<file path="config.mk">
export PLATFORM = sky130hd
export DESIGN_NAME = asyncSettleEmu
export DESIGN_NICKNAME = d
export VERILOG_FILES = /design/src/rtl/settleEmuPkg.sv /design/src/rtl/settleEmuExcite.sv /design/src/rtl/settleEmuChain.sv /design/src/rtl/settleEmuDatapath.sv /design/src/rtl/settleEmuControl.sv /design/src/rtl/asyncSettleEmu.sv
export SDC_FILE = /design/constraint.sdc
export NUM_CORES = 1
export LEC_CHECK = 0
export BUFFER_PORTS_ARGS = -buffer_cell sky130_fd_sc_hd__buf_2
export CAP_MARGIN = 30
export CORE_MARGIN = 2
export CORE_UTILIZATION = 43
export DETAILED_ROUTE_END_ITERATION = 16
export PLACE_DENSITY = 0.81
export SYNTH_ARGS = -nofsm -noshare
export SYNTH_HDL_FRONTEND = slang
export SYNTH_SLANG_ARGS = --single-unit
</file>
<file path="constraint.sdc">
create_clock -name clk -period 1.6 [get_ports clk]
set_clock_uncertainty 0.15 [all_clocks]
set_input_delay 0.48 -clock clk [delete_from_list [all_inputs] [get_ports clk]]
set_output_delay 0.48 -clock clk [all_outputs]
set_load 0.01 [all_outputs]
</file>
<file path="src/rtl/settleEmuPkg.sv">
package settleEmuPkg;

  localparam int STATE_W = 2;

  typedef struct packed {
    logic accept;
    logic step;
    logic halt;
    logic reject;
    logic drop;
  } ctrlStrobe_t;

  typedef enum logic {
    ST_READY  = 1'b0,
    ST_SETTLE = 1'b1
  } ctrlState_t;

endpackage

</file>
<file path="src/rtl/settleEmuExcite.sv">
module settleEmuExcite #(
  parameter int TABLE_KIND = 0,
  parameter int IN_W       = 2
) (
  input  logic [IN_W-1:0] xIn,
  input  logic [1:0]      yIn,
  output logic [1:0]      yNext
);

  generate
    if (TABLE_KIND == 0) begin : g_tableMain
      wire unusedHighX = ^xIn[IN_W-1:1];
      assign yNext[1] = (xIn[0] & yIn[1]) | (~xIn[0] & yIn[0]);
      assign yNext[0] = (xIn[0] & ~yIn[1]) | (~xIn[0] & yIn[0]);
    end else if (TABLE_KIND == 1) begin : g_tableRace
      wire unusedHighX = ^xIn[IN_W-1:1];
      assign yNext = !xIn[0] ? 2'b00 : ((yIn == 2'b00) ? 2'b11 : yIn);
    end else begin : g_tableOsc
      wire unusedLowY = yIn[0];
      assign yNext[1] = ~(xIn[1] & yIn[1]) & xIn[0];
      assign yNext[0] = 1'b0;
    end
  endgenerate

endmodule

</file>
<file path="src/rtl/settleEmuChain.sv">
module settleEmuChain #(
  parameter int TABLE_KIND = 0,
  parameter int IN_W       = 2,
  parameter int DEPTH      = 8
) (
  input  logic [IN_W-1:0] xIn,
  input  logic [1:0]      startY,
  output logic [1:0]      finalY
);

  logic [1:0] hop [DEPTH+1];

  assign hop[0] = startY;

  for (genvar i = 0; i < DEPTH; i++) begin : g_hop
    settleEmuExcite #(
      .TABLE_KIND(TABLE_KIND),
      .IN_W      (IN_W)
    ) u_exc (
      .xIn  (xIn),
      .yIn  (hop[i]),
      .yNext(hop[i+1])
    );
  end

  assign finalY = hop[DEPTH];

endmodule

</file>
<file path="src/rtl/settleEmuDatapath.sv">
module settleEmuDatapath
  import settleEmuPkg::*;
#(
  parameter int TABLE_KIND = 0,
  parameter int IN_W       = 2,
  parameter int MAX_STEPS  = 8,
  parameter int STEP_W     = 4
) (
  input  logic              clk,
  input  logic              rst,
  input  ctrlStrobe_t       strobe,
  input  logic [IN_W-1:0]   inX,
  output logic [1:0]        yState,
  output logic              zOut,
  output logic [STEP_W-1:0] stepCount,
  output logic              raceFlag,
  output logic              critFlag,
  output logic              oscFlag,
  output logic              illegalFlag,
  output logic              busyFlag,
  output logic              stableNow,
  output logic              limitHit,
  output logic              illegalIn
);

  logic [1:0]      yReg;
  logic [IN_W-1:0] xReg;
  logic [1:0]      yExc;
  logic [1:0]      orderA;
  logic [1:0]      orderB;
  logic [1:0]      finalA;
  logic [1:0]      finalB;
  logic            twoBit;
  logic [IN_W-1:0] inDiff;
  int unsigned     diffCount;

  settleEmuExcite #(
    .TABLE_KIND(TABLE_KIND),
    .IN_W      (IN_W)
  ) u_exc (
    .xIn  (xReg),
    .yIn  (yReg),
    .yNext(yExc)
  );

  // Orderings of a racing step: one variable flips, the other waits.
  assign orderA = {yExc[1], yReg[0]};
  assign orderB = {yReg[1], yExc[0]};

  settleEmuChain #(
    .TABLE_KIND(TABLE_KIND),
    .IN_W      (IN_W),
    .DEPTH     (MAX_STEPS)
  ) u_chainA (
    .xIn   (xReg),
    .startY(orderA),
    .finalY(finalA)
  );

  settleEmuChain #(
    .TABLE_KIND(TABLE_KIND),
    .IN_W      (IN_W),
    .DEPTH     (MAX_STEPS)
  ) u_chainB (
    .xIn   (xReg),
    .startY(orderB),
    .finalY(finalB)
  );

  assign twoBit    = &(yExc ^ yReg);
  assign stableNow = (yExc == yReg);
  assign limitHit  = (stepCount == STEP_W'(MAX_STEPS));
  assign inDiff    = inX ^ xReg;

  always_comb begin
    diffCount = 0;
    for (int i = 0; i < IN_W; i++) begin
      diffCount = diffCount + int'(inDiff[i]);
    end
  end

  assign illegalIn = (diffCount > 1);

  generate
    if (TABLE_KIND == 1) begin : g_zBoth
      assign zOut = yReg[1] & yReg[0];
    end else begin : g_zHigh
      assign zOut = yReg[1];
    end
  endgenerate

  always_ff @(posedge clk) begin
    if (rst) begin
      yReg        <= '0;
      xReg        <= '0;
      stepCount   <= '0;
      raceFlag    <= 1'b0;
      critFlag    <= 1'b0;
      oscFlag     <= 1'b0;
      illegalFlag <= 1'b0;
      busyFlag    <= 1'b0;
    end else begin
      busyFlag <= strobe.drop;
      if (strobe.accept) begin
        xReg        <= inX;
        stepCount   <= '0;
        raceFlag    <= 1'b0;
        critFlag    <= 1'b0;
        oscFlag     <= 1'b0;
        illegalFlag <= 1'b0;
      end
      if (strobe.reject) begin
        illegalFlag <= 1'b1;
      end
      if (strobe.step) begin
        yReg      <= yExc;
        stepCount <= stepCount + STEP_W'(1);
        if (twoBit) begin
          raceFlag <= 1'b1;
          if (finalA != finalB) begin
            critFlag <= 1'b1;
          end
        end
      end
      if (strobe.halt) begin
        oscFlag <= 1'b1;
      end
    end
  end

  assign yState = yReg;

  a_r5_reject_keeps_state: assert property (@(posedge clk) disable iff (rst)
    strobe.reject |=> ($stable(yReg) && $stable(xReg) && $stable(stepCount) && illegalFlag));

  a_r6_race_sets_flag: assert property (@(posedge clk) disable iff (rst)
    (strobe.step && (yExc == ~yReg)) |=> (raceFlag && (yReg == $past(yExc))));

  a_r8_frozen_state: assert property (@(posedge clk) disable iff (rst)
    (oscFlag && !strobe.accept) |=> $stable(yReg));

  a_r3_step_bound: assert property (@(posedge clk) disable iff (rst)
    stepCount <= STEP_W'(MAX_STEPS));

endmodule

</file>
<file path="src/rtl/settleEmuControl.sv">
module settleEmuControl
  import settleEmuPkg::*;
(
  input  logic        clk,
  input  logic        rst,
  input  logic        inValid,
  input  logic        stableNow,
  input  logic        limitHit,
  input  logic        illegalIn,
  output ctrlStrobe_t strobe,
  output logic        settled
);

  ctrlState_t state;
  ctrlState_t stateNext;

  always_comb begin
    strobe    = '0;
    stateNext = state;
    case (state)
      ST_READY: begin
        if (inValid) begin
          if (illegalIn) begin
            strobe.reject = 1'b1;
          end else begin
            strobe.accept = 1'b1;
            stateNext     = ST_SETTLE;
          end
        end
      end
      ST_SETTLE: begin
        strobe.drop = inValid;
        if (stableNow) begin
          stateNext = ST_READY;
        end else if (limitHit) begin
          strobe.halt = 1'b1;
          stateNext   = ST_READY;
        end else begin
          strobe.step = 1'b1;
        end
      end
      default: stateNext = ST_READY;
    endcase
  end

  always_ff @(posedge clk) begin
    if (rst) begin
      state <= ST_READY;
    end else begin
      state <= stateNext;
    end
  end

  assign settled = (state == ST_READY);

  a_r3_settle_on_stable: assert property (@(posedge clk) disable iff (rst)
    ((state == ST_SETTLE) && stableNow) |=> settled);

  a_r4_busy_no_accept: assert property (@(posedge clk) disable iff (rst)
    (!settled && inValid) |=> !$rose(settled) || $past(stableNow) || $past(limitHit));

endmodule

</file>
<file path="src/rtl/asyncSettleEmu.sv">
module asyncSettleEmu
  import settleEmuPkg::*;
#(
  parameter int TABLE_KIND = 0,
  parameter int IN_W       = 2,
  parameter int MAX_STEPS  = 8,
  parameter int STEP_W     = $clog2(MAX_STEPS + 1)
) (
  input  logic              clk,
  input  logic              rst,
  input  logic              inValid,
  input  logic [IN_W-1:0]   inX,
  output logic [1:0]        yState,
  output logic              zOut,
  output logic              settled,
  output logic [STEP_W-1:0] stepCount,
  output logic              illegalChange,
  output logic              race,
  output logic              criticalRace,
  output logic              oscillation,
  output logic              busyDrop
);

  ctrlStrobe_t strobe;
  logic        stableNow;
  logic        limitHit;
  logic        illegalIn;

  settleEmuControl u_ctrl (
    .clk      (clk),
    .rst      (rst),
    .inValid  (inValid),
    .stableNow(stableNow),
    .limitHit (limitHit),
    .illegalIn(illegalIn),
    .strobe   (strobe),
    .settled  (settled)
  );

  settleEmuDatapath #(
    .TABLE_KIND(TABLE_KIND),
    .IN_W      (IN_W),
    .MAX_STEPS (MAX_STEPS),
    .STEP_W    (STEP_W)
  ) u_data (
    .clk        (clk),
    .rst        (rst),
    .strobe     (strobe),
    .inX        (inX),
    .yState     (yState),
    .zOut       (zOut),
    .stepCount  (stepCount),
    .raceFlag   (race),
    .critFlag   (criticalRace),
    .oscFlag    (oscillation),
    .illegalFlag(illegalChange),
    .busyFlag   (busyDrop),
    .stableNow  (stableNow),
    .limitHit   (limitHit),
    .illegalIn  (illegalIn)
  );

  a_r7_critical_needs_race: assert property (@(posedge clk) disable iff (rst)
    criticalRace |-> race);

  a_r3_settled_is_stable: assert property (@(posedge clk) disable iff (rst)
    (settled && !oscillation) |-> stableNow);

  a_r4_busy_pulse_once: assert property (@(posedge clk) disable iff (rst)
    busyDrop |=> (!busyDrop || !settled));

  a_r8_osc_at_limit: assert property (@(posedge clk) disable iff (rst)
    $rose(oscillation) |-> (settled && (stepCount == STEP_W'(MAX_STEPS))));

endmodule

</file>
==> results by stage, run 1 <==
Logic synthesis:
- The share of the Yosys chip area taken by registers is 0.432.
- The area fraction in compound gates after synthesis was 0.0888.
- Summing every instance area after synthesis gives 648 µm².
- The cell count after synthesis is 67.
- Of the total synthesized cell area, the portion taken by full adders, half adders and majority gates is 0.0386.
- The average instance in the mapped netlist occupies 9.67 µm².
- After synthesis, the largest family of logic cells by area is simple AND/OR/NAND/NOR gates.
- The post-synthesis simple-gate area fraction is 0.249.
- The mux cell area share after synthesis is 0.0618.
- The post-synthesis xor/xnor area fraction is 0.0656.
- The post-synthesis sequential element count is 14.
- The number of nets produced by synthesis is 74.
- The number of distinct library cells after synthesis is 25.
- During synthesis, Yosys emitted a total of 0 warnings.

Cells and area:
- The area growth from synthesis to layout is 25.7%.
- 0 antenna diodes ended up in the layout.
- Excluding fillers, the count of instances in the completed layout stands at 105.
- The share of cells above drive strength 1 is 0.382.
- The net count of the finished layout is 98.

Timing:
- The transition at the pin with the smallest max-transition slack is 224 ps.
- The part of the cycle the worst path needs is 0.967.
- The final period demand of the worst path is 1550 ps.
- Setup repair after global routing could not meet its margin everywhere.
- The total count of hold-check failures in the final report is 0.
- The headroom to the max-slew limit is 0.851.
- Timing would allow up to 646 MHz.
- Setup violations remaining at the end of the flow were counted as 0.
- The number of slew-limit violations in the final report came to 0.

Critical path:
- The capture point of the worst reg-to-reg path is u_data.stepCount[2].
- Of all nets on the critical path, the largest fanout is 2.
- The required time of the critical path is 1660 ps.
- The end point of the critical path is u_data.stepCount[2].
- The cell depth of the worst flop-to-flop path is 4.
- In this run the critical register-to-register path is launched from u_data.xReg[0].
- The critical path capture point type is a register.
- The signal on the critical path passes through xor3_2, nand3_4, or3b_1, a31oi_1.
- The beginning of the critical path is u_data.xReg[0].
- The master of the slowest instance on the critical path is sky130_fd_sc_hd__xor3_2.
- The signal arrival time at the worst endpoint is 1610 ps.
- The start-to-end type of the worst setup path is reg -> reg.
- The setup slack on the worst flop-to-flop path is 50 ps.
- STA classifies the critical path startpoint as a register.
- The delay of the slowest critical-path stage is 440 ps.

Clocking:
- Clock-pin slew was measured on the worst setup and hold paths at 80 ps.
- The maximum root-to-sink buffer count is 2.
- The buffer count from post-CTS setup fixing is 0.
- In this run the number of H-tree levels came out at 1.
- For the worst-skew pair, the clock arrives at the later sink with an insertion delay of 270 ps.
- The clock root buffer master is sky130_fd_sc_hd__clkbuf_4.
- The clock drives 14 sinks.
- Buffers inserted during clock tree synthesis total 3.
- TritonCTS built the clock tree.

Pwr:
- Summing internal, switching and leakage power gives 0.658 mW.
- The power density over cell area is 808 nW/µm².
- The static leakage is 0.372 nW.
- The worst voltage drop across the vdd grid is 0.330 mV.

Placement:
- Input and output buffers added on the ports amount to 17.
- The final estimated routing congestion in global placement is 0.791.
- The wire-length estimate of the detail-placed layout is 903 µm.
- The number of placed instances, taps included, is 102.

Drt:
- The number of design-rule violations left by the first detailed-router iteration is 12.
- The detailed-route vias per instance is 5.06.
- The residual antenna-violating net count after detailed routing is 0.
- Summed over all layers, the routed wires come to 1270 µm.
- The remaining design rule violation count is 0.
- The first TritonRoute pass finished after 4 iterations.
- The total number of vias is 531.
- After detailed routing, the average wire length per cell comes to 12.1 µm.

Floorplanning:
- The floorplan die height is 42.8 µm.
- The die covers 1830 µm².
- The initial utilization of the core area, before any placement, comes to 0.446.
- For this design the top-level I/O count stands at 18.
- In this run the horizontal extent of the chip is 42.8 µm.
- The area of the core region is 1450 µm².
- The number of cell rows is 14.

GRT:
- The global-route congestion overflow total is 0.
- The pin count of the biggest net entering global routing is 13.
- The global-route wire length before repair is 2200 µm.
- Across every metal layer, demand over resource in global routing totals 0.162.
- The number of antenna violations at the first check in global routing was 0.
- The via count of the first global-routing pass came to 519.

Hold path:
- In this run the worst hold path is classified as in -> reg.

Flow run:
- Max-cap violations in this run came to 0.

Outcome:
- The flow ran to the end, and the final reports show no timing, DRC or antenna violations.
## final cells by class
cell class	count	area, µm²
clock buffers	3	22.5
fillers	138	639
inverters	4	15.0
multi-input cells	45	338
flip-flops and latches	14	289
well taps	16	20.0
repair buffers	23	130
## layer usage
layer,GRT usage,vias to the layer above,share of wire
met2,0.273,13,0.47
met3,0.0426,2,0.057
met4,0.0938,0,0.0079
met5,0,-,0
li1,-,273,-
met1,0.182,243,0.46
## power by group
group / total, mW / internal [mW] / switching [mW] / leakage, nW
combinational: 0.0945 / 0.0486 / 0.0460 / 0.243
sequential: 0.370 / 0.358 / 0.0125 / 0.116
clock: 0.193 / 0.0872 / 0.106 / 0.0138
total: 0.658 / 0.494 / 0.165 / 0.372
## cells in the mapped netlist (all sizes together)
library cell	n	area (µm²)
a21oi	4	20.0
o21a	1	7.51
nand4	2	12.5
a31oi	1	6.26
xor3	1	25.0
mux2i	4	40.0
or3b	1	8.76
a22oi	1	7.51
nor2	8	30.0
xnor2	2	17.5
nand3b	2	18.8
and2	3	18.8
dfxtp	14	280
clkbuf	1	3.75
nand4b	1	8.76
nor2b	2	12.5
ha	2	25.0
nand3	7	47.6
o21ai	1	8.76
buf	3	22.5
inv	4	15.0
nand2	1	3.75
o21bai	1	7.51
## sequential cells by signal, indices dropped and copies added (netlist names)
register	cells
u_ctrl.state	1
u_data.busyFlag	1
u_data.critFlag	1
u_data.illegalFlag	1
u_data.oscFlag	1
u_data.raceFlag	1
u_data.stepCount	4
u_data.xReg	2
u_data.yState	2
## per-stage QoR
step | TNS [ps] | area [µm²] | setup slack (ps) | hold WS, ps | util
5_1_grt | -14.1 | 815 | -14.1 | 286 | 0.560
6_report | 0 | 815 | 52.2 | 279 | 0.560
3_3_place_gp | 0 | 774 | 57.8 | 287 | 0.533
3_5_place_dp | -7.71 | 774 | -7.71 | 297 | 0.533
4_1_cts | 0 | 798 | 22.2 | 274 | 0.549
2_1_floorplan | 0 | 651 | 16.9 | 335 | -
## worst max-delay path, delay by kind of cell (launching register included)
family | cells | cell delay [ps]
AOI/OAI and AO/OA | 1 | 130
xor gates and xnor gates | 1 | 440
DFF | 1 | 320
and+or+nand+nor | 2 | 450
## cell usage in the layout, fill, tap and decap left out, drive strengths merged, types with 2 or more instances in the layout
cell	synthesis	routed
and2	3	3
nor2	8	8
nand4	2	2
nand3b	2	2
buf	3	23
mux2i	4	4
xnor2	2	2
clkbuf	1	3
nor2b	2	2
inv	4	4
nand3	7	7
ha	2	2
a21oi	4	4
dfxtp	14	14
## timing repair
item | CTS | global route
hold buffers | 0 | 0
pin swaps | 0 | 0
gates resized for setup | 1 | 4
setup endpoints to repair | 1 | 2
## worst min-delay path by stage
stage / startpoint / to / cells past startpoint / slack (ps)
after global routing: inValid / u_data.busyFlag / 3 / 290
after floorplan: u_data.xReg[1] / u_data.xReg[1] / 2 / 340
after detailed placement: u_data.critFlag / u_data.critFlag / 1 / 300
after CTS: inValid / u_data.busyFlag / 3 / 270
final: inValid / u_data.busyFlag / 3 / 280
after global placement: u_data.raceFlag / u_data.raceFlag / 1 / 290
## cells by family (layout without fill, tap and decap cells)
kind of cell	Yosys count	count (layout)
fa+ha+maj	2	2
flops	14	14
xor+xnor	3	3
simple gates	27	27
buf+inv	8	30
compound gates	9	9
mux	4	4
(Power assumes the default switching activity.)
==> run 2: changes to the inputs <==
==> constraint.sdc (replaced) <==
create_clock -name clk -period 1.31 [get_ports clk]
set_clock_uncertainty 0.15 [all_clocks]
set_input_delay 0.393 -clock clk [delete_from_list [all_inputs] [get_ports clk]]
set_output_delay 0.393 -clock clk [all_outputs]
set_load 0.01 [all_outputs]
==> run 2 against run 1 <==
Effect of this change: the run now ends with negative setup slack left; via count increased by 23%; sequential power is 23% higher; critical path type unchanged; core utilization increased by 20 points; wire length up 40%; combinational power rose by 99%; register-to-register slack got worse by 330 ps; non-clock buffer count rose by 17.
==> results by stage, run 2 (synthesis gave the netlist of run 1 again) <==
Critical path:
- The worst setup path is captured at a register.
- In this run the worst path has a maximum fanout of 2.
- The signal arrival time at the worst endpoint is 1640 ps.
- Traced cell by cell, the critical path runs through xor3_2, nand3_4, or3b_1, a31oi_1.
- Counting both buffers and inverters, the worst setup path holds a total of 0.
- The delay of the slowest critical-path stage is 430 ps.
- For the worst setup path, the data required time is 1360 ps.
- The setup path with the least slack is of type reg -> reg.
- The setup slack on the worst flop-to-flop path is -280 ps.
- The slowest stage of the critical path is the sky130_fd_sc_hd__xor3_2 cell.
- STA classifies the critical path startpoint as a register.
- Among cell families on the critical path, the largest total delay comes from simple AND/OR/NAND/NOR gates.

Drt:
- The number of design-rule violations left by the first detailed-router iteration is 6.
- The final layout contains routed wiring with a total length of 1780 µm.
- Using the TritonRoute via totals, the vias-per-cell ratio works out to 5.29.
- The number of iterations in the first detailed-routing pass is 4.
- The detailed router placed 651 vias in this run.
- For this run, design rule violations remaining after detail routing come to 0.
- The detail route stage leaves a number of antenna-violating nets equal to 0.
- Dividing the detail-routed wire length by the instance count gives 14.5 µm.

GRT:
- Entering global routing, the biggest net connects 10 pins.
- The overall routing resource usage is 0.208.
- The via count of the first global-routing pass is 655.
- The global-route congestion overflow total is 0.
- The global-route wire length before repair is 2800 µm.
- The number of antenna violations at the first check in global routing is 0.

Clocking:
- The number of sinks driven by the clock tree is 14.
- In this run the number of H-tree levels came out at 1.
- The longest clock path from root to sink contains 2 buffers.
- Hold repair after CTS inserted 0 buffers.
- The tree is rooted in a sky130_fd_sc_hd__clkbuf_4.
- The number of buffers inserted during clock tree synthesis is 3.
- The TritonCTS clock tree is yes.
- The clock latency reported for the late side of the worst-skew pair is 270 ps.
- Clock-pin slew was measured on the worst setup and hold paths at 90 ps.

Hold path:
- The worst min-delay path category is in -> reg.

Timing:
- The total count of hold-check failures in the final report is 0.
- Setup slack on the critical path of the routed design comes to -277 ps.
- The part of the cycle the worst path needs is 1.21.
- The sum of negative setup slack is -2150 ps.
- For the pin with the worst max-slew slack, the measured transition is 282 ps.
- On the final layout, the worst hold slack is 199 ps.
- Based on the critical path, the design can be clocked at up to 630 MHz.
- The number of slew-limit violations in the final report is 0.
- The number of endpoints failing setup at the final stage is 21.
- Setup repair after global routing could not meet its margin everywhere.
- Headroom to the max-slew limit came out at 0.811.
- Subtracting the final worst setup slack from the clock period gives 1590 ps.

Floorplanning:
- The number of cell rows is 14.
- In this run the count of I/O pins placed on the die edge is 18.
- The total area inside the core boundary comes to 1450 µm².
- The initial utilization of the core area, before any placement, comes to 0.446.
- The chip width is 42.8 µm.
- The floorplan step defined a die boundary enclosing 1830 µm².
- The die is 42.8 µm tall.

Cells and area:
- In the final layout, the share of cells above drive strength 1 is 0.645.
- The number of standard cells in the final layout excluding fillers is 123.
- The fill cell total of the finished layout is 101.
- The number of flip-flops in the largest register is 4.
- The most common cell after layout, fill and taps aside is sky130_fd_sc_hd__buf_4.
- The final core area utilization is 0.756.
- The number of antenna diodes in the final layout is 0.
- In the layout the commonest cells are sky130_fd_sc_hd__buf_4, sky130_fd_sc_hd__buf_6, sky130_fd_sc_hd__dfxtp_2, sky130_fd_sc_hd__buf_2, sky130_fd_sc_hd__nor2_1.
- In the final design database the tool counted 116 nets.
- u_data.stepCount holds more flip-flops than any other register.
- The area growth from synthesis to layout is 69.7%.

Flow run:
- The number of maximum-capacitance constraint violations is 0.

Placement:
- OpenSTA, run right after detailed placement, puts the worst setup slack at -217 ps.
- The total instance count after detailed placement is 110.
- The number of I/O port buffers is 17.
- The final estimated routing congestion in global placement is 0.793.
- The placed wire-length estimate is 1050 µm.

Outcome:
- The final reports fail on negative setup slack.
- The run finished, with violations left.

Pwr:
- The worst voltage drop across the vdd grid is 0.678 mV.
- The power density over cell area is 803 nW/µm².
- The static leakage is 0.503 nW.
==> run 2: cell types whose count changed in the layout (fill, tap and decap cells not counted), sizes merged <==
cell and delta:
buf +17, o21ai +1
==> run 2: layout make-up <==
cell class	count	area, µm²	area share
multi-input combinational	46	409	0.372
timing repair buffer	40	334	0.304
sequential	14	297	0.270
clock buffer	3	22.5	0.0205
tap	16	20.0	0.0182
inverter	4	17.5	0.0159
==> run 2: path summary, 6_finish.rpt <==
check,startpoint,cells past startpoint,end
setup / recovery,u_data.xReg[0],4,u_data.stepCount[2]
setup reg to reg,u_data.xReg[0],4,u_data.stepCount[2]
hold / removal,inValid,3,u_data.busyFlag
hold reg to reg,u_data.raceFlag,1,u_data.raceFlag
==> run 2: per-stage QoR <==
| step | instance area [µm²] | total power, mW |
|---|---|---|
| final | 1100 | 0.883 |
| after global routing | 1100 | 0.925 |
| after CTS | 1050 | 0.864 |
| after detailed placement | 865 | 0.595 |
| after global placement | 865 | 0.590 |
| after floorplan | 681 | 0.546 |
==> run 2: worst min-delay path: cells and delay by family <==
kind                   cells  cell delay, ps
and+or+nand+nor            2              80
buffers and inverters      1             100
==> run 2: metal layers <==
layer	track usage	routed length [µm]
met1	0.230	710
met2	0.388	967
met3	0.0383	86
met4	0.0750	18
met5	0	0
==> run 2: timing repair <==
| action | CTS | global route |
|---|---|---|
| cloned | 1 | 0 |
| gates resized for setup | 27 | 8 |
| buffers inserted | 6 | 3 |
| pin swaps | 6 | 2 |
| setup endpoints to repair | 21 | 25 |
==> run 2: power by group <==
group | internal, mW | total [mW] | leakage, nW | switching, mW
clock network | 0.106 | 0.242 | 0.0138 | 0.135
logic | 0.0997 | 0.188 | 0.370 | 0.0884
registers | 0.440 | 0.454 | 0.119 | 0.0137
